<file path="src/rtl/excp_rec_pkg.sv">
package excp_rec_pkg;

    localparam int unsigned NTYPES  = 3;
    localparam int unsigned IDX_OP  = 0;
    localparam int unsigned IDX_GRP = 1;
    localparam int unsigned IDX_OVF = 2;

    typedef logic [NTYPES-1:0] type_vec_t;

endpackage

</file>
<file path="src/rtl/excp_event_gate.sv">
module excp_event_gate
    import excp_rec_pkg::*;
#(
    parameter int unsigned N       = NTYPES,
    parameter int unsigned OVF_POS = IDX_OVF
) (
    input  logic         clk,
    input  logic         rst_n,
    input  logic [N-1:0] ev,
    input  logic [N-1:0] flags_q,
    input  logic [N-1:0] clr,
    input  logic         ovf_en,
    output logic [N-1:0] accepted
);

    for (genvar i = 0; i < N; i++) begin : g_gate
        logic mode_ok;
        if (i == OVF_POS) begin : g_mode
            assign mode_ok = ovf_en;
        end else begin : g_free
            assign mode_ok = 1'b1;
        end
        // gate is open when the flag is clear or is being cleared this cycle
        assign accepted[i] = ev[i] & mode_ok & (~flags_q[i] | clr[i]);

        p_no_event_r4: assert property (@(posedge clk) disable iff (!rst_n)
            !ev[i] |-> !accepted[i]);
    end

endmodule

</file>
<file path="src/rtl/excp_prio_pick.sv">
module excp_prio_pick #(
    parameter int unsigned N = 3
) (
    input  logic         clk,
    input  logic         rst_n,
    input  logic [N-1:0] cand,
    output logic [N-1:0] winner,
    output logic         any
);

    always_comb begin
        winner = '0;
        for (int i = N - 1; i >= 0; i--) begin
            if (cand[i]) begin
                winner = '0;
                winner[i] = 1'b1;
            end
        end
    end

    assign any = |cand;

    p_onehot_r7: assert property (@(posedge clk) disable iff (!rst_n)
        $onehot0(winner) && ((winner & ~cand) == '0));
    p_lowest_wins_r7: assert property (@(posedge clk) disable iff (!rst_n)
        cand[0] |-> winner[0]);
    p_any_r7: assert property (@(posedge clk) disable iff (!rst_n)
        any |-> ($countones(winner) == 1));

endmodule

</file>
<file path="src/rtl/excp_flag_bank.sv">
module excp_flag_bank #(
    parameter int unsigned N = 3
) (
    input  logic         clk,
    input  logic         rst_n,
    input  logic [N-1:0] accepted,
    input  logic [N-1:0] clr,
    output logic [N-1:0] flags_q
);

    logic [N-1:0] flags_d;

    always_comb begin
        flags_d = (flags_q & ~clr) | accepted;
    end

    always_ff @(posedge clk or negedge rst_n) begin
        if (!rst_n) begin
            flags_q <= '0;
        end else begin
            flags_q <= flags_d;
        end
    end

    for (genvar i = 0; i < N; i++) begin : g_chk
        p_set_r2: assert property (@(posedge clk) disable iff (!rst_n)
            accepted[i] |=> flags_q[i]);
        p_sticky_r3: assert property (@(posedge clk) disable iff (!rst_n)
            flags_q[i] && !clr[i] |=> flags_q[i]);
        p_stay_clear_r3: assert property (@(posedge clk) disable iff (!rst_n)
            !flags_q[i] && !accepted[i] |=> !flags_q[i]);
    end

endmodule

</file>
<file path="src/rtl/excp_req_tracker.sv">
module excp_req_tracker #(
    parameter int unsigned N      = 3,
    parameter int unsigned ADDR_W = 32
) (
    input  logic              clk,
    input  logic              rst_n,
    input  logic [N-1:0]      winner,
    input  logic              any,
    input  logic [ADDR_W-1:0] exec_addr,
    input  logic              ack,
    output logic              req_q,
    output logic [N-1:0]      cause_q,
    output logic [ADDR_W-1:0] addr_q
);

    typedef struct packed {
        logic              req;
        logic [N-1:0]      cause;
        logic [ADDR_W-1:0] addr;
    } trk_t;

    trk_t st_d, st_q;

    always_comb begin
        st_d = st_q;
        if (any) begin
            st_d.req   = 1'b1;
            st_d.cause = winner;
            st_d.addr  = exec_addr;
        end else if (ack) begin
            st_d.req   = 1'b0;
            st_d.cause = '0;
        end
    end

    always_ff @(posedge clk or negedge rst_n) begin
        if (!rst_n) begin
            st_q <= '0;
        end else begin
            st_q <= st_d;
        end
    end

    assign req_q   = st_q.req;
    assign cause_q = st_q.cause;
    assign addr_q  = st_q.addr;

    p_hold_r10: assert property (@(posedge clk) disable iff (!rst_n)
        req_q && !ack |=> req_q);
    p_ack_drop_r10: assert property (@(posedge clk) disable iff (!rst_n)
        ack && !any |=> !req_q && (cause_q == '0));
    p_cause_match_r10: assert property (@(posedge clk) disable iff (!rst_n)
        req_q == (cause_q != '0));
    p_capture_r9: assert property (@(posedge clk) disable iff (!rst_n)
        any |=> (addr_q == $past(exec_addr)));

endmodule

</file>
<file path="src/rtl/excp_flag_recorder.sv">
module excp_flag_recorder
    import excp_rec_pkg::*;
#(
    parameter int unsigned ADDR_W = 32
) (
    input  logic              clk,
    input  logic              rst_n,
    input  logic              ev_illegal_op,
    input  logic              ev_bad_group,
    input  logic              ev_overflow,
    input  logic              ovf_enable,
    input  logic [ADDR_W-1:0] exec_addr,
    input  logic [2:0]        flag_clr,
    input  logic              exc_ack,
    output logic [2:0]        flag_status,
    output logic [ADDR_W-1:0] exc_addr,
    output logic              exc_req,
    output logic [2:0]        exc_cause
);

    type_vec_t ev_vec, accepted, winner, flags_q;
    logic      any_win;

    always_comb begin
        ev_vec          = '0;
        ev_vec[IDX_OP]  = ev_illegal_op;
        ev_vec[IDX_GRP] = ev_bad_group;
        ev_vec[IDX_OVF] = ev_overflow;
    end

    excp_event_gate #(.N(NTYPES), .OVF_POS(IDX_OVF)) u_gate (
        .clk      (clk),
        .rst_n    (rst_n),
        .ev       (ev_vec),
        .flags_q  (flags_q),
        .clr      (flag_clr),
        .ovf_en   (ovf_enable),
        .accepted (accepted)
    );

    excp_prio_pick #(.N(NTYPES)) u_pick (
        .clk    (clk),
        .rst_n  (rst_n),
        .cand   (accepted),
        .winner (winner),
        .any    (any_win)
    );

    excp_flag_bank #(.N(NTYPES)) u_flags (
        .clk      (clk),
        .rst_n    (rst_n),
        .accepted (accepted),
        .clr      (flag_clr),
        .flags_q  (flags_q)
    );

    excp_req_tracker #(.N(NTYPES), .ADDR_W(ADDR_W)) u_trk (
        .clk       (clk),
        .rst_n     (rst_n),
        .winner    (winner),
        .any       (any_win),
        .exec_addr (exec_addr),
        .ack       (exc_ack),
        .req_q     (exc_req),
        .cause_q   (exc_cause),
        .addr_q    (exc_addr)
    );

    assign flag_status = flags_q;

    // all flags set and none cleared: every event is blocked
    p_blocked_r4: assert property (@(posedge clk) disable iff (!rst_n)
        (&flag_status) && (flag_clr == '0) |=> $stable(exc_addr));
    p_ovf_off_r6: assert property (@(posedge clk) disable iff (!rst_n)
        !ovf_enable && !flag_status[IDX_OVF] |=> !flag_status[IDX_OVF]);
    p_cause_onehot_r7: assert property (@(posedge clk) disable iff (!rst_n)
        $onehot0(exc_cause));
    p_loser_r8: assert property (@(posedge clk) disable iff (!rst_n)
        ev_illegal_op && (!flag_status[IDX_OP] || flag_clr[IDX_OP]) && ev_overflow
        |=> !exc_cause[IDX_OVF]);

endmodule

</file>
<file path="config.mk">
export PLATFORM = sky130hd
export DESIGN_NAME = excp_flag_recorder
export DESIGN_NICKNAME = d
export VERILOG_FILES = /design/src/rtl/excp_rec_pkg.sv /design/src/rtl/excp_event_gate.sv /design/src/rtl/excp_prio_pick.sv /design/src/rtl/excp_flag_bank.sv /design/src/rtl/excp_req_tracker.sv /design/src/rtl/excp_flag_recorder.sv
export SDC_FILE = /design/constraint.sdc
export NUM_CORES = 1
export LEC_CHECK = 0
export BUFFER_PORTS_ARGS = -buffer_cell sky130_fd_sc_hd__buf_2
export CAP_MARGIN = 20
export CORE_ASPECT_RATIO = 1.25
export CORE_MARGIN = 2
export CORE_UTILIZATION = 47
export CTS_CLUSTER_SIZE = 14
export DETAILED_ROUTE_END_ITERATION = 10
export PLACE_DENSITY = 0.79
export SETUP_SLACK_MARGIN = 0.2
export SYNTH_ARGS = -nofsm -noshare
export SYNTH_HDL_FRONTEND = slang
export SYNTH_SLANG_ARGS = --single-unit
</file>
<file path="constraint.sdc">
create_clock -name clk -period 3.3 [get_ports clk]
set_input_delay 0.165 -clock clk [delete_from_list [all_inputs] [get_ports clk]]
set_output_delay 0.165 -clock clk [all_outputs]
set_load 0.005 [all_outputs]
</file>
* Yosys cells after proc, flatten, opt, wreduce, memory -nomap -nowiden
Cells that the tools add are included.
** Cells by class
- Reduce and logical (&&, ||, !) cells :: 2
- Bitwise operators :: 13
- Mux-type cells :: 5
** Operators with widths (number)
- 3-bit two-way mux :: 3
- 4-bit two-way mux :: 2
- 1-bit bitwise AND :: 4
- 3-bit bitwise AND :: 1
- 1-bit inverter :: 3
- 3-bit inverter :: 1
- 1-bit bitwise OR :: 3
- 3-bit bitwise OR :: 1
- 3-bit OR reduction :: 1
- 2-bit nonzero test :: 1
** Storage, ports and cells
- Logic and storage cells :: 24
- Output and inout port bits :: 39
- Register bits after elaboration :: 39

* Depth between registers and ports, before layout
Gate-level depths: netlist of run 1.
- Depth in word-level cells :: 7
- Gate-level depth with buffers :: 5

* By module
Synthesis of run 1 repeated with hierarchy kept, for this count alone.
** Second synthesis, totals
- Cells, all modules :: 98
- Area total of the unflattened synthesis :: 1637.8 um^2
** By module, submodules not included
- excp_req_tracker :: sequential area each 900.9 um^2, cells an instance 78, times used 1, area each 1462.7 um^2
- excp_flag_bank :: sequential area each 75.1 um^2, cells an instance 9, times used 1, area each 108.9 um^2
- excp_event_gate :: sequential area each 0.0 um^2, cells an instance 7, times used 1, area each 38.8 um^2
- excp_prio_pick :: sequential area each 0.0 um^2, cells an instance 4, times used 1, area each 27.5 um^2

* Least setup slack after synthesis of run 1
Ideal clock, no wire load.
- Path type :: reg2reg
- Start point :: register u_flags.flags_q[2]
- End point :: register u_trk.st_q (netlist bit u_trk.addr_q[0])
- Clock period less this slack :: 1530 ps
- Library setup time :: 127 ps
- Slack :: 1770 ps
- Data arrival time :: 1402 ps
- Path buffers :: 2
- Data required time :: 3173 ps
- Stages on the path, launching flop included :: 6
- Cells stage by stage :: dfrtp_1 nand2b_1 a222oi_1 buf_4 buf_6 mux2_1
** Between the ends
- Longest elaborated chain between the ends :: 4
** RTL lines
- from (decl) :: RTL line excp_flag_bank.sv:8 : output logic [N-1:0] flags_q
- from (signal assigned) :: RTL line excp_flag_bank.sv:21 : flags_q <= flags_d;
- 1-bit inverter :: RTL line excp_event_gate.sv:24 : assign accepted[i] = ev[i] & mode_ok & (~flags_q[i] | clr[i]);
- 1-bit bitwise OR :: RTL line excp_event_gate.sv:24
- 1-bit bitwise AND :: RTL line excp_event_gate.sv:24
- 3-bit OR reduction :: RTL line excp_prio_pick.sv:21 : assign any = |cand;
- to (signal assigned) :: RTL line excp_req_tracker.sv:40 : st_q <= st_d;
- to (decl) :: RTL line excp_req_tracker.sv:22 : trk_t st_d, st_q;
No other way between the ends.
A chain may end at the register's enable or synchronous reset.

* Final worst setup path of run 1
- Start point :: register u_flags.flags_q[2]
- End point :: register u_trk.st_q (netlist bit u_trk.addr_q[22])
Same word-level chain as after synthesis.

==> impl_results.md, run 1 <==
* CTS buffer count at 5
* I/O Buffers at 80
* Pleak at between 0.0009 and 0.001 uW
* R2R cell count at 4
* Routed len/inst at between 10 and 15 um
* Worst setup SP type: flip-flop
* Number of fill cells at approximately 260
* Hold Path Cell Cnt at 2
* Final wirelength at 2.96 mm
* MaxCap Viol Count at 0
* Routed Antenna Nets at 0
* Die Footprint at 3670 sq um
* DP Wirelength at ~2.2 mm
* CP endpoint kind: flip-flop
* Syn_nets at ~140
* Final Net Count at 222
* Root buf cell: clkbuf_4
* Tmin final at ~1800 ps
* Synth unique cells at 16
* Mapped cell area at between 1500 and 2000 sq um
* Clock Skews at between 7 and 8 ps
* Initial antenna violation count at 0
* Die Y at approximately 67 um
* Worst hold path class: in2reg
* Postcts setup bufs at 0
* GPL Wtd Cong at roughly 0.75
* DR iter-0 viols at 20
* Core area at around 3000 sq um
* WP data required at approximately 3500 ps
* Worst-Margin Slew at 822 ps
* H-tree levels at 2
* Finished Layout Cells at between 200 and 250
* # setup viols final at 0
* CTS clk-pin slew, worst paths at 100 ps
* Max Root-Sink Buffers at 2
* Maximum vdd drop at 0.000369 V
* # DRC at 0
* Post-cts sizing count at 0
* First drt pass iteration count at 4
* Kind of critical path: reg2reg
* Worst-Skew Late Latency at between 300 and 400 ps
* Hold Vio Cnt, Final at 0
* Critical Path Fanout Max at 33
* Effective utilization at floorplan at 50.1%
* Unrepaired setup endpoints after global routing: no
* Diodes inserted at 0
* Placed Cells at 208
* CTS Sinks at 39
* Synthesized instance count at 95
* First-pass GRT wire length at roughly 4.7 mm
* FMAX at roughly 0.55 GHz
* Pin count of the biggest net entering global routing at 40
* Pwr/cell area at 479 nW/um^2
* Final Slew Violations at 0
* Ratio of cells with drive above 1 in the final layout at between 40 and 50%
* Synth Warn # at 0
* Fin crit share at 55.1%
* Vias in the first global route at approximately 1100
* Grt ovf at 0
* Vias post-DR at around 1100
* Vias per cell at approximately 5.0
* Status: finished, final reports clean
* GRT Util Overall at approximately 18%
* Seq cells post-synth at 39
* Sum of negative setup slack at 0 ps
* TritonCTS clock tree: yes
* I/O pins at between 80 and 90
* Seq/Total Area, Yosys at 64.9%
* Die X at between 50 and 60 um
* Post-CTS Hold Buffers at 1
* CP arrival at 2030 ps
* Syn_area_per_cell at 15.8 sq um
* Area growth from synthesis to layout at 30.8%
* Slew margin rel. at 45.2%
* Num rows at 22
==> worst max-delay path, stage by stage (launching register included) <==
cell	delay (ps)
dfrtp_1	370
nand2b_1	130
a222oi_1	370
buf_4	440
mux2_1	380
==> cell usage in the layout, fill, tap and decap left out <==
cell type / n
dlygate4sd3_1: 1
mux2_1: 32
a211o_1: 1
clkbuf_4: 5
nor2b_1: 1
nand2b_1: 5
nand2_1: 3
dfrtp_1: 39
buf_2: 80
a221oi_1: 1
clkbuf_1: 1
inv_1: 2
and2_4: 1
a32o_1: 1
buf_4: 1
a22oi_1: 1
a21oi_1: 2
o21ai_1: 1
a222oi_1: 1
==> cells in the mapped netlist <==
cell type / n / share of area, %
a221oi_1: 1 / 0.58
a222oi_1: 1 / 0.67
buf_6: 3 / 2.2
dfrtp_1: 39 / 65
nor2b_1: 1 / 0.42
inv_1: 2 / 0.50
a21oi_1: 2 / 0.67
and2_4: 1 / 0.58
a22oi_1: 1 / 0.50
a211o_1: 1 / 0.58
nand2_1: 3 / 0.75
buf_4: 1 / 0.50
o21ai_1: 1 / 0.33
mux2_1: 32 / 24
a32o_1: 1 / 0.67
nand2b_1: 5 / 2.1
==> through the flow <==
| step | worst slack, ps | total power (uW) | utilization [%] | hold WS, ps | cell area, sq um |
|---|---|---|---|---|---|
| after CTS | 1470 | 958 | 65.5 | 17.9 | 1970 |
| after global placement | 1620 | 734 | 63.8 | 288 | 1910 |
| final | 1480 | 941 | 65.5 | 34.4 | 1970 |
| after global routing | 1380 | 998 | 65.5 | 12.5 | 1970 |
| after detailed placement | 1490 | 743 | 63.8 | 320 | 1910 |
| after floorplan | 1770 | 647 | - | -131 | 1500 |
==> report_power, final <==
part	internal (uW)	leakage [uW]	total, uW	switching (uW)
Combinational	95.0	0.000510	170	75.3
Sequential	533	0.000455	559	26.8
Clock	75.8	0.0000242	211	135
==> sequential cells by signal, summed over array words and instances, names as in the netlist <==
register	cells
u_trk.req_q	1
u_trk.addr_q	32
u_flags.flags_q	3
u_trk.cause_q	3
==> cell families after synthesis <==
kind of cell | Yosys count | synth area share (%)
buffers and inverters | 6 | 3.25
AOI/OAI and AO/OA | 8 | 4.00
DFF | 39 | 64.9
and+or+nand+nor | 10 | 3.83
muxes | 32 | 24.0
==> layer usage <==
| layer | GRT usage (%) | share of wire [%] | vias up |
|---|---|---|---|
| li1 | - | - | 501 |
| met1 | 18.1 | 36 | 511 |
| met2 | 32.1 | 53 | 49 |
| met3 | 7.96 | 9.2 | 7 |
| met4 | 9.38 | 2.1 | 0 |
| met5 | 0 | 0 | - |
==> path summary, 6_finish.rpt <==
kind                                     from                 end  slack [ps]
setup / recovery           u_flags.flags_q[2]    u_trk.addr_q[22]        1480
hold / removal                   exec_addr[0]     u_trk.addr_q[0]          30
setup reg to reg           u_flags.flags_q[2]    u_trk.addr_q[22]        1480
hold reg to reg              u_trk.addr_q[24]    u_trk.addr_q[24]         490
max in group asynchronous               rst_n    u_trk.addr_q[13]        2330
min in group asynchronous               rst_n  u_flags.flags_q[0]         440
==> cell type report <==
cell class	count	area, sq um	area share (%)
tap	36	45.0	2.29
multi-input combinational	50	478	24.3
sequential	39	976	49.6
timing repair buffer	82	418	21.3
inverter	2	7.51	0.382
clock buffer	6	41.3	2.10
Note: power is estimated with default switching activity, not from simulation.
==> run 2, diff against run 1 <==
--- a/config.mk
+++ b/config.mk
@@ -9,10 +9,10 @@
 export CAP_MARGIN = 20
 export CORE_ASPECT_RATIO = 1.25
 export CORE_MARGIN = 2
-export CORE_UTILIZATION = 47
+export CORE_UTILIZATION = 44
 export CTS_CLUSTER_SIZE = 14
 export DETAILED_ROUTE_END_ITERATION = 10
-export PLACE_DENSITY = 0.79
+export PLACE_DENSITY = 0.75
 export SETUP_SLACK_MARGIN = 0.2
 export SYNTH_ARGS = -nofsm -noshare
 export SYNTH_HDL_FRONTEND = slang
==> constraint.sdc (replaced) <==
create_clock -name clk -period 1.8 [get_ports clk]
set_input_delay 0.09 -clock clk [delete_from_list [all_inputs] [get_ports clk]]
set_output_delay 0.09 -clock clk [all_outputs]
set_load 0.005 [all_outputs]
==> run 2 against run 1 <==
Cell count grew 5.6%. Non-clock buffer count grew 10. Global-route usage grew 0.84 points. Count of clock-buffer cells in the layout is the same. Clock skew is essentially flat. Combinational power grew to 2.8 times the previous value. Worst setup slack lost 1400 ps. Largest cell class unchanged.
==> impl_results.md, run 2 (synthesis gave the netlist of run 1 again) <==
* Status: finished, final reports clean
* Routed len/inst at 16.5 um
* R2R cell count at 6
* Die Footprint at slightly below 4000 sq um
* I/O pins at 81
* Slew margin rel. at around two fifths
* Core area at about 3200 sq um
* Area growth from synthesis to layout at 51.6%
* Final Util at 70.7%
* Vias in the first global route at roughly 1200
* I/O Buffers at 80
* Final Slew Violations at 0
* WP data required at ~2000 ps
* Root buf cell: clkbuf_8
* GPL Wtd Cong at 0.721
* Fin crit share at between 90% and 100%
* CTS clk-pin slew, worst paths at roughly 70 ps
* Worst-Skew Late Latency at 280 ps
* Setup crit end: u_trk.addr_q[28]
* First-pass GRT wire length at about 5.8 mm
* Kind of critical path: reg2reg
* Worst setup SP type: flip-flop
* Max Root-Sink Buffers at 2
* Vias per cell at around 5.0
* CTS buffer count at 5
* # DRC at 0
* Worst hold path class: in2reg
* GRT Util Overall at 19.3%
* H-tree levels at 2
* Num rows at 23
* Tmin final at 1690 ps
* Effective utilization at floorplan at a little under half
* Most common library cell in the layout ignoring fill and taps: buf_2
* Routed Antenna Nets at 0
* Most frequent cells in the layout: buf_2, dfrtp_1, mux2_4
* Maximum vdd drop at about 0.00073 V
* Die X at approximately 56 um
* RR Endpoint: u_trk.addr_q[28]
* Critical Path Fanout Max at 8
* MaxCap Viol Count at 0
* Die Y at approximately 69 um
* CTS Sinks at 39
* Number of flip-flops in the largest register at 32
* Ratio of cells with drive above 1 in the final layout at between 60% and 70%
* Pwr/cell area at between 900 and 1000 nW/um^2
* TritonCTS clock tree: yes
* DP Wirelength at 2.29 mm
* Final Net Count at 232
* DR iter-0 viols at 28
* Pleak at around 0.0012 uW
* Final wirelength at between 3 and 4 mm
* Worst-Margin Slew at a little under 900 ps
* Reg2Reg Launch Point: u_flags.flags_q[2]
* FF-to-FF setup slack at about 110 ps
* CP endpoint kind: flip-flop
* Diodes inserted at 0
* # setup viols final at 0
* Pin count of the biggest net entering global routing at 40
* Finished Layout Cells at about 230
* Hold Vio Cnt, Final at 0
* Grt ovf at 0
* Worst Setup SP: u_flags.flags_q[2]
* Placed Cells at around 210
* Min Hold Slack at about 12 ps
* First drt pass iteration count at 4
* CP arrival at around 1900 ps
* Sum of negative setup slack at 0 ps
* Unrepaired setup endpoints after global routing: yes
* Clock Skews at just over 8 ps
* Initial antenna violation count at 0
* Vias post-DR at roughly 1100
* FMAX at roughly 0.59 GHz
-- run 2: cell types whose count changed in the layout (fill, tap and decap cells not counted), moves of 2 or more --
cell      previous run  this run
buf_4                1         4
clkbuf_8             0         5
mux2_4               0        27
mux2_1              32         5
buf_12               0         2
clkbuf_4             5         0
buf_6                0         3
-- run 2: cell type report --
cell class / count / area, sq um
Clock buffer: 6 / 72.6
Clock inverter: 1 / 30.0
Fill cell: 234 / 945
Inverter: 2 / 7.51
Multi-Input combinational cell: 50 / 579
Sequential cell: 39 / 976
Tap cell: 37 / 46.3
Timing Repair Buffer: 92 / 567
-- run 2: repair_timing --
item,in CTS,in global routing
pin swaps,1,1
setup endpoints to repair,32,32
resized for setup,14,21
hold endpoints to repair,39,0
setup buffers,5,1
hold buffers,1,0
cloned,3,1
-- run 2: per-stage QoR --
step / instance area, sq um / setup slack, ps / total power, uW
final: 2280 / 114 / 2200
after global routing: 2280 / 15.1 / 2310
after CTS: 2170 / 153 / 2150
after detailed placement: 1930 / 91.2 / 1370
after global placement: 1930 / 155 / 1350
after floorplan: 1500 / 270 / 1190
-- run 2: worst max-delay path, stage by stage (launching register included) --
cell,delay [ps]
dfrtp_1,350
nand2b_1,80
a222oi_1,350
buf_4,210
buf_6,120
clkbuf_16,160
mux2_4,300
-- run 2: worst min path at each step --
stage                  from  slack, ps  depth (start not counted)                  to
5_1_grt        exec_addr[1]         10                          2     u_trk.addr_q[1]
6_report       exec_addr[1]         10                          2     u_trk.addr_q[1]
4_1_cts        exec_addr[4]          4                          2     u_trk.addr_q[4]
2_1_floorplan         rst_n       -210                          0  u_flags.flags_q[0]
3_5_place_dp          rst_n        240                          1  u_flags.flags_q[1]
3_3_place_gp          rst_n        220                          1  u_flags.flags_q[0]
-- run 2: routing by layer --
layer	GRT usage (%)	vias up	wire length, um	part of all wire (%)
li1	-	523	-	-
met1	21.7	551	1510	40
met2	33.6	45	1960	52
met3	6.53	5	227	6.1
met4	7.14	0	43	1.1
met5	0	-	0	0
-- run 2: power by group --
part	internal, uW	total, uW	switching, uW
registers	978	1030	53.8
logic	298	477	179
clock network	406	688	282
total	1680	2200	515
